==> src/rtl/useq_pkg.sv <==
package useq_pkg;

    localparam int CAR_W = 7;
    localparam int OPC_W = 4;
    localparam int MAP_SH = 2;

    localparam logic [CAR_W-1:0] FETCH_ORG = 7'd64;
    localparam logic [CAR_W-1:0] INDIR_ORG = 7'd67;

    typedef enum logic [1:0] {
        CS_ALWAYS = 2'd0,
        CS_IND    = 2'd1,
        CS_SIGN   = 2'd2,
        CS_ZERO   = 2'd3
    } cond_sel_e;

    typedef enum logic [1:0] {
        BT_JUMP = 2'd0,
        BT_CALL = 2'd1,
        BT_RET  = 2'd2,
        BT_MAP  = 2'd3
    } branch_e;

    typedef enum logic [2:0] {
        A_NOP, A_ADD, A_CLR, A_INC, A_DR2AC, A_DR2AR, A_PC2AR, A_WRITE
    } opa_e;

    typedef enum logic [2:0] {
        B_NOP, B_SUB, B_OR, B_AND, B_READ, B_AC2DR, B_INCDR, B_PC2DR
    } opb_e;

    typedef enum logic [2:0] {
        C_NOP, C_XOR, C_COM, C_SHL, C_SHR, C_INCPC, C_AR2PC, C_RSVD
    } opc_e;

    typedef struct packed {
        opa_e             f1;
        opb_e             f2;
        opc_e             f3;
        cond_sel_e        cd;
        branch_e          br;
        logic [CAR_W-1:0] ad;
    } uword_t;

    localparam int UW_W = $bits(uword_t);

    function automatic uword_t mk(opa_e a, opb_e b, opc_e c,
                                  cond_sel_e s, branch_e t,
                                  logic [CAR_W-1:0] tgt);
        uword_t w;
        w.f1 = a;
        w.f2 = b;
        w.f3 = c;
        w.cd = s;
        w.br = t;
        w.ad = tgt;
        return w;
    endfunction

endpackage

==> src/rtl/useq_store.sv <==
module useq_store
    import useq_pkg::*;
(
    input  logic [CAR_W-1:0] addr,
    output uword_t           word
);

    localparam logic [CAR_W-1:0] NOWHERE = '0;

    always_comb begin
        word = mk(A_NOP, B_NOP, C_NOP, CS_ALWAYS, BT_JUMP, FETCH_ORG);
        case (int'(addr))
            // ADD
            0:  word = mk(A_NOP,   B_NOP,   C_NOP,   CS_IND,    BT_CALL, INDIR_ORG);
            1:  word = mk(A_NOP,   B_READ,  C_NOP,   CS_ALWAYS, BT_JUMP, 7'd2);
            2:  word = mk(A_ADD,   B_NOP,   C_NOP,   CS_ALWAYS, BT_JUMP, FETCH_ORG);
            // BRANCH
            4:  word = mk(A_NOP,   B_NOP,   C_NOP,   CS_SIGN,   BT_JUMP, 7'd6);
            5:  word = mk(A_NOP,   B_NOP,   C_NOP,   CS_ALWAYS, BT_JUMP, FETCH_ORG);
            6:  word = mk(A_NOP,   B_NOP,   C_NOP,   CS_IND,    BT_CALL, INDIR_ORG);
            7:  word = mk(A_NOP,   B_NOP,   C_AR2PC, CS_ALWAYS, BT_JUMP, FETCH_ORG);
            // STORE
            8:  word = mk(A_NOP,   B_NOP,   C_NOP,   CS_IND,    BT_CALL, INDIR_ORG);
            9:  word = mk(A_NOP,   B_AC2DR, C_NOP,   CS_ALWAYS, BT_JUMP, 7'd10);
            10: word = mk(A_WRITE, B_NOP,   C_NOP,   CS_ALWAYS, BT_JUMP, FETCH_ORG);
            // EXCHANGE
            12: word = mk(A_NOP,   B_NOP,   C_NOP,   CS_IND,    BT_CALL, INDIR_ORG);
            13: word = mk(A_NOP,   B_READ,  C_NOP,   CS_ALWAYS, BT_JUMP, 7'd14);
            14: word = mk(A_DR2AC, B_AC2DR, C_NOP,   CS_ALWAYS, BT_JUMP, 7'd15);
            15: word = mk(A_WRITE, B_NOP,   C_NOP,   CS_ALWAYS, BT_JUMP, FETCH_ORG);
            // fetch
            64: word = mk(A_PC2AR, B_NOP,   C_NOP,   CS_ALWAYS, BT_JUMP, 7'd65);
            65: word = mk(A_NOP,   B_READ,  C_INCPC, CS_ALWAYS, BT_JUMP, 7'd66);
            66: word = mk(A_DR2AR, B_NOP,   C_NOP,   CS_ALWAYS, BT_MAP,  NOWHERE);
            // indirect subroutine
            67: word = mk(A_NOP,   B_READ,  C_NOP,   CS_ALWAYS, BT_JUMP, 7'd68);
            68: word = mk(A_DR2AR, B_NOP,   C_NOP,   CS_ALWAYS, BT_RET,  NOWHERE);
            default: ;
        endcase
    end

endmodule

==> src/rtl/useq_cond.sv <==
module useq_cond
    import useq_pkg::*;
(
    input  cond_sel_e sel,
    input  logic      ind_bit,
    input  logic      ac_sign,
    input  logic      ac_zero,
    output logic      hit
);

    always_comb begin
        unique case (sel)
            CS_ALWAYS: hit = 1'b1;
            CS_IND:    hit = ind_bit;
            CS_SIGN:   hit = ac_sign;
            CS_ZERO:   hit = ac_zero;
            default:   hit = 1'b1;
        endcase
    end

endmodule

==> src/rtl/useq_next.sv <==
module useq_next
    import useq_pkg::*;
#(
    parameter int AW = CAR_W,
    parameter int OW = OPC_W,
    parameter int SH = MAP_SH
) (
    input  logic [AW-1:0] car,
    input  logic [AW-1:0] sbr,
    input  branch_e       br,
    input  logic [AW-1:0] ad,
    input  logic          hit,
    input  logic [OW-1:0] opcode,
    output logic [AW-1:0] car_d,
    output logic          sbr_we,
    output logic [AW-1:0] sbr_d
);

    logic [AW-1:0] inc;
    logic [AW-1:0] map_addr;

    assign inc = car + 1'b1;

    always_comb begin
        map_addr = '0;
        map_addr[OW+SH-1:SH] = opcode;
    end

    assign sbr_d = inc;

    always_comb begin
        sbr_we = 1'b0;
        unique case (br)
            BT_JUMP: car_d = hit ? ad : inc;
            BT_CALL: begin
                car_d  = hit ? ad : inc;
                sbr_we = hit;
            end
            BT_RET:  car_d = sbr;
            BT_MAP:  car_d = map_addr;
            default: car_d = inc;
        endcase
    end

endmodule

==> src/rtl/micro_seq.sv <==
module micro_seq
    import useq_pkg::*;
(
    input  logic             clk,
    input  logic             rst,
    input  logic             ind_bit,
    input  logic             ac_sign,
    input  logic             ac_zero,
    input  logic [OPC_W-1:0] opcode,
    output logic [CAR_W-1:0] car,
    output logic [UW_W-1:0]  uword
);

    logic [CAR_W-1:0] car_q;
    logic [CAR_W-1:0] sbr_q;
    logic [CAR_W-1:0] car_d;
    logic [CAR_W-1:0] sbr_d;
    logic             sbr_we;
    logic             hit;
    uword_t           cur;

    useq_store u_store (
        .addr (car_q),
        .word (cur)
    );

    useq_cond u_cond (
        .sel     (cur.cd),
        .ind_bit (ind_bit),
        .ac_sign (ac_sign),
        .ac_zero (ac_zero),
        .hit     (hit)
    );

    useq_next #(.AW(CAR_W), .OW(OPC_W), .SH(MAP_SH)) u_next (
        .car    (car_q),
        .sbr    (sbr_q),
        .br     (cur.br),
        .ad     (cur.ad),
        .hit    (hit),
        .opcode (opcode),
        .car_d  (car_d),
        .sbr_we (sbr_we),
        .sbr_d  (sbr_d)
    );

    always_ff @(posedge clk) begin
        if (rst) begin
            car_q <= FETCH_ORG;
            sbr_q <= '0;
        end else begin
            car_q <= car_d;
            if (sbr_we) sbr_q <= sbr_d;
        end
    end

    assign car   = car_q;
    assign uword = cur;

endmodule

==> config.mk <==
export PLATFORM = sky130hd
export DESIGN_NAME = micro_seq
export DESIGN_NICKNAME = d
export VERILOG_FILES = /design/src/rtl/useq_pkg.sv /design/src/rtl/useq_store.sv /design/src/rtl/useq_cond.sv /design/src/rtl/useq_next.sv /design/src/rtl/micro_seq.sv
export SDC_FILE = /design/constraint.sdc
export NUM_CORES = 1
export LEC_CHECK = 0
export BUFFER_PORTS_ARGS = -buffer_cell sky130_fd_sc_hd__buf_2
export CORE_ASPECT_RATIO = 1.25
export CORE_MARGIN = 8
export CORE_UTILIZATION = 50
export DETAILED_ROUTE_END_ITERATION = 6
export PLACE_DENSITY = 0.77
export SLEW_MARGIN = 20
export SYNTH_ARGS = -nofsm -noshare
export SYNTH_HDL_FRONTEND = slang
export SYNTH_HIERARCHICAL = 1
export SYNTH_SLANG_ARGS = --single-unit
export TNS_END_PERCENT = 10
==> constraint.sdc <==
create_clock -name clk -period 3 [get_ports clk]
set_input_delay 0.15 -clock clk [delete_from_list [all_inputs] [get_ports clk]]
set_output_delay 0.15 -clock clk [all_outputs]
set_load 0.01 [all_outputs]
==> results of run 1 <==
state kept, by name (all words and copies together), names as in the netlist:
register  flops
sbr_q         7
car           7
placed cells by master, fill, tap and decap left out, drive strengths merged, types with 2 or more instances in the layout:
cell    netlist  routed
o221a         2       2
nor3          6       6
nor3b         2       2
nor2         17      17
xnor2         6       6
mux2i        12      12
nand2b        5       5
nand2        18      18
and2b         5       5
a32oi         2       2
a21oi         8       8
o211ai        2       2
mux2          2       2
xor2          2       2
nand3         5       5
inv           3       3
dfxtp        14      14
o21a          3       3
buf          14      40
nor2b         6       6
or2           5       5
a211oi        2       2
clkbuf        3       3
conb          1       3
o21ai         7       7
nand4         3       3
power by group:
part / switching, uW / total (uW) / internal, uW
combinational: 99.1 / 173 / 74.3
sequential: 11.8 / 206 / 194
clock: 55.4 / 102 / 46.4
kinds of logic after synthesis:
group / share of synthesized area, %
compound gates: 18.45
xor+xnor: 5.354
fa+ha+maj: 0.9559
buf+inv: 10.32
flops: 21.42
mux: 10.90
other cells: 0.2865
simple gates: 32.31
cell type report:
cell class                      instances  area [sq um]  area share, %
Clock buffer                            3         22.52          1.525
Inverter                                3         11.26         0.7627
Multi-Input combinational cell        136         900.9          61.02
Sequential cell                        14         280.3          18.98
Tap cell                               33         41.29          2.797
Timing Repair Buffer                   40         220.2          14.92
routing by layer:
layer / vias up / wire length (um) / global-route usage (%)
li1: 636 / - / -
met1: 610 / 1484 / 18.74
met2: 48 / 1697 / 25.72
met3: 4 / 225 / 2.293
met4: 0 / 23 / 5.584
met5: - / 0 / 0
stage by stage:
step                total power (uW)  util, %  instance area [sq um]  instances  hold slack, ns
floorplan                      337.5        -                   1316        170          0.2216
global placement               378.5    59.29                   1454        226          0.4715
detailed placement             381.4    59.29                   1454        226          0.4818
CTS                            484.5    60.20                   1476        229          0.1965
global route                   508.9    60.20                   1476        229          0.2093
finish                         481.4    60.20                   1476        229          0.2017
final timing paths:
kind / cells past startpoint / slack, ns / to / from
worst min register to register: 2 / 0.50 / sbr_q[5] / sbr_q[5]
worst min-delay path: 2 / 0.20 / sbr_q[4] / rst
worst max register to register: 9 / 0.38 / car[4] / car[2]
worst max-delay path: 9 / 0.38 / car[4] / car[2]
==> impl_metrics.env, run 1 <==
export IMPL_status="completed"
export IMPL_power_density_mw_per_mm2=326.0
export IMPL_skew_ns=0.001738
export IMPL_clockBufferDepth=2
export IMPL_vias_per_cell=5.668
export IMPL_synth_distinct_cells=47
export IMPL_ys_ff_latch=14
export IMPL_critical_path_top_delay_family="simple AND/OR/NAND/NOR gates"
export IMPL_setup_tns_ns=0
export IMPL_area_growth_pct=12.81
export IMPL_netlist_top_cells_count="nand2_1 (18), nor2_1 (17), dfxtp_1 (14)"
export IMPL_ir_drop_mv=0.2161
export IMPL_clkSinkCount=14
export IMPL_die_area_sq_mm=0.004521
export IMPL_worstMarginPinSlew_ns=0.7821
export IMPL_drtIter0Drc=51
export IMPL_start_kind="register"
export IMPL_postSynthAreaPerCell_sq_um=7.790
export IMPL_max_slew_margin_pct=47.67
export IMPL_final_antenna_net_count=0
export IMPL_synthesis_area_sq_mm=0.001309
export IMPL_hold_viol=0
export IMPL_synth_most_common_cell="nand2_1"
export IMPL_cts_root_buf="clkbuf_4"
export IMPL_die_x_um=61.76
export IMPL_crit_chain="or2b_1, xnor2_1, nor3_1, mux2i_1, a21oi_1, buf_4, or2_1, o221a_2, and2b_1"
export IMPL_clock_latency_ns=0.27
export IMPL_cpMaxStageDelayCell="dfxtp_1"
export IMPL_ys_seq_area_share_pct=21.41
export IMPL_portBuffers=32
export IMPL_synth_edf_count=0
export IMPL_yosys_area_top_type_share_pct=21.41
export IMPL_nets=208
export IMPL_path_class="reg -> reg"
export IMPL_gp_congestion=0.8714
export IMPL_grt_max_degree=21
export IMPL_ys_async_sr_fraction_pct=0
export IMPL_maxCapViolCount=0
export IMPL_die_h_um=73.20
export IMPL_wl_per_cell_um=14.98
export IMPL_cts_tree="yes"
export IMPL_io_pins=36
export IMPL_cts_setup_buffers=0
export IMPL_fin_crit_ns=2.623
export IMPL_vias=1298
export IMPL_crit_path_end_kind="register"
export IMPL_gr_usage_all_layers_pct=15.36
export IMPL_period_share_pct=87.44
export IMPL_clock_fmax_mhz=381.2
export IMPL_core_area_sq_mm=0.002452
export IMPL_p_leak_uw=0.0006280
export IMPL_synthFlopType="dfxtp_1"
export IMPL_critPathBufInv=1
export IMPL_crit_fanout=12
export IMPL_yosys_warnings=6
export IMPL_cts_clk_slew_worst_paths_ns=0.08
export IMPL_numCtsBuffers=3
export IMPL_start_util_pct=53.37
export IMPL_pre_cts_ws_ns=0.3897
export IMPL_htree_levels=1
export IMPL_drc=0
export IMPL_hp_class="in -> reg"
export IMPL_critical_path_required_ns=3.17
export IMPL_antenna_cells=0
export IMPL_drive_above_1_share_pct=29.59
export IMPL_num_fill_cells=246
export IMPL_cts_resized=0
export IMPL_grt_pass1_wl_mm=5.568
export IMPL_hpwlAfterDp_mm=2.613
export IMPL_overflow=0
export IMPL_cts_hold_buf=0
export IMPL_grt_pass1_vias=1252
export IMPL_synth_area_leader_cell="dfxtp_1"
export IMPL_firstDrtPassIters=4
export IMPL_antenna_found_initial=0
export IMPL_rsz0062_at_grt="no"
export IMPL_rows=20
export IMPL_synth_area_top_cells="dfxtp_1 (21%), mux2i_1 (9.2%), nand2_1 (5.2%), nor2_1 (4.9%), buf_6 (4.3%)"
export IMPL_crit_arrival_ns=2.79
export IMPL_totalWireLength_mm=3.431
export IMPL_syn_instance_count=168
export IMPL_maxSlewViolCount=0
export IMPL_slowest_delay_ns=0.57
export IMPL_setup_ws_ns=0.3769
export IMPL_setup_viol=0
(Power assumes the default switching activity.)
==> run 2, diff against run 1 <==
--- a/config.mk
+++ b/config.mk
@@ -5,12 +5,13 @@
 export SDC_FILE = /design/constraint.sdc
 export NUM_CORES = 1
 export LEC_CHECK = 0
-export BUFFER_PORTS_ARGS = -buffer_cell sky130_fd_sc_hd__buf_2
+export BUFFER_PORTS_ARGS = -buffer_cell sky130_fd_sc_hd__buf_4
 export CORE_ASPECT_RATIO = 1.25
 export CORE_MARGIN = 8
 export CORE_UTILIZATION = 50
 export DETAILED_ROUTE_END_ITERATION = 6
 export PLACE_DENSITY = 0.77
+export REMOVE_ABC_BUFFERS = 1
 export SLEW_MARGIN = 20
 export SYNTH_ARGS = -nofsm -noshare
 export SYNTH_HDL_FRONTEND = slang
==> run 2 against run 1 <==
Sequential cell count stayed put. Clock power is 31% higher. Design area is 6.9% higher. Register-to-register slack better by 0.24 ns. Critical path depth is 2 higher. Die area stayed put. Setup slack better by 0.24 ns. Combinational power is 10% higher. Worst hold slack worse by 0.064 ns. Global-route usage is 0.058 points lower. Critical path type unchanged.
==> impl_metrics.env, run 2 (synthesis results as in run 1) <==
export IMPL_skew_ns=0.001579
export IMPL_fin_crit_ns=2.381
export IMPL_cts_root_buf="clkbuf_4"
export IMPL_maxSlewViolCount=0
export IMPL_cpMaxStageDelayCell="dfxtp_1"
export IMPL_firstDrtPassIters=4
export IMPL_setup_tns_ns=0
export IMPL_drtIter0Drc=41
export IMPL_setup_ws_ns=0.6192
export IMPL_crit_fanout=22
export IMPL_regArea_sq_um=280.3
export IMPL_portBuffers=32
export IMPL_clkSinkCount=14
export IMPL_rsz0062_at_grt="no"
export IMPL_grt_max_degree=23
export IMPL_hpwlAfterDp_mm=2.657
export IMPL_crit_chain="buf_4, and2b_1, nand3_1, nor3_1, nor3b_2, a21oi_1, nand2_1, nor2_1, buf_4, mux2i_1, nor2_1"
export IMPL_cts_tree="yes"
export IMPL_path_class="reg -> reg"
export IMPL_layout_common_cells="buf_4 (41), nand2_1 (18), nor2_1 (17)"
export IMPL_status="completed"
export IMPL_drc=0
export IMPL_hold_viol=0
export IMPL_cts_clk_slew_worst_paths_ns=0.09
export IMPL_multi_input_area_sq_um=900.9
export IMPL_die_area_sq_mm=0.004521
export IMPL_ir_drop_mv=0.3360
export IMPL_numCtsBuffers=3
export IMPL_io_pins=36
export IMPL_gr_usage_all_layers_pct=15.30
export IMPL_cts_resized=0
export IMPL_dp_cells=227
export IMPL_clock_fmax_mhz=420.0
export IMPL_wl_per_cell_um=14.38
export IMPL_setup_viol=0
export IMPL_core_area_sq_mm=0.002452
export IMPL_layout_commonest_cell="buf_4"
export IMPL_overflow=0
export IMPL_critical_path_required_ns=3.17
export IMPL_nets=209
export IMPL_totalWireLength_mm=3.321
export IMPL_instances_no_fill=231
export IMPL_cts_setup_buffers=0
export IMPL_crit_path_end_kind="register"
export IMPL_maxCapViolCount=0
export IMPL_grt_pass1_vias=1322
export IMPL_clock_latency_ns=0.27
export IMPL_grt_pass1_wl_mm=5.506
export IMPL_rows=20
export IMPL_pre_cts_ws_ns=0.6492
export IMPL_antenna_found_initial=0
export IMPL_area_growth_pct=20.55
export IMPL_final_antenna_net_count=0
export IMPL_start_util_pct=53.37
export IMPL_cts_hold_buf=0
export IMPL_antenna_cells=0
export IMPL_utilization_pct=64.34
export IMPL_die_x_um=61.76
export IMPL_vias=1294
export IMPL_crit_arrival_ns=2.55
export IMPL_power_density_mw_per_mm2=336.2
export IMPL_p_leak_uw=0.0006525
export IMPL_hp_class="in -> reg"
export IMPL_die_h_um=73.20
export IMPL_period_share_pct=79.36
export IMPL_vias_per_cell=5.602
export IMPL_drive_above_1_share_pct=30.30
export IMPL_slowest_delay_ns=0.34
export IMPL_clockBufferDepth=2
export IMPL_start_kind="register"
export IMPL_gp_congestion=0.9540
export IMPL_htree_levels=1
export IMPL_num_fill_cells=241
==> run 2: changes by cell type in the layout (fill, tap and decap cells not counted) <==
cell and change:
clkbuf_8 +1, buf_2 -32, buf_4 +33
==> run 2: area by class of cell <==
| cell class | count | share of cell area [%] |
|---|---|---|
| multi-input cells | 136 | 57.10 |
| repair buffers | 41 | 19.51 |
| flip-flops and latches | 14 | 17.76 |
| well taps | 33 | 2.617 |
| clock buffers | 4 | 2.300 |
| inverters | 3 | 0.7137 |
==> run 2: per-layer routing <==
layer / up-vias / part of all wire, % / wire [um] / global-route usage [%]
met4: 0 / 3.0 / 99 / 10.41
met2: 55 / 48 / 1598 / 26.76
li1: 638 / - / - / -
met5: - / 0 / 0 / 0
met1: 591 / 42 / 1400 / 15.96
met3: 10 / 6.7 / 222 / 1.940
==> run 2: critical path: cells and delay by family (launching register included) <==
kind | cells | cell delay, ns
compound gates | 1 | 0.17
buf+inv | 2 | 0.48
flops | 1 | 0.34
mux | 1 | 0.18
simple gates | 7 | 1.11
==> run 2: report_power, final <==
part	internal (uW)	switching, uW
combinational	91.4	99.5
clock	73.8	60.7
sequential	194	10.8
==> run 2: through the flow <==
step / hold WS [ns] / total power, uW / instance area (sq um)
finish: 0.1374 / 530.5 / 1578
global route: 0.1476 / 563.4 / 1578
CTS: 0.1312 / 533.5 / 1578
detailed placement: 0.4310 / 400.2 / 1541
global placement: 0.4283 / 396.8 / 1541
floorplan: 0.2216 / 320.4 / 1192
==> run 2: final timing paths <==
kind / from / end / slack [ns] / cells after the start
setup / recovery: car[2] / sbr_q[2] / 0.62 / 11
hold reg to reg: sbr_q[5] / sbr_q[5] / 0.50 / 2
setup reg to reg: car[2] / sbr_q[2] / 0.62 / 11
hold / removal: rst / car[3] / 0.14 / 2
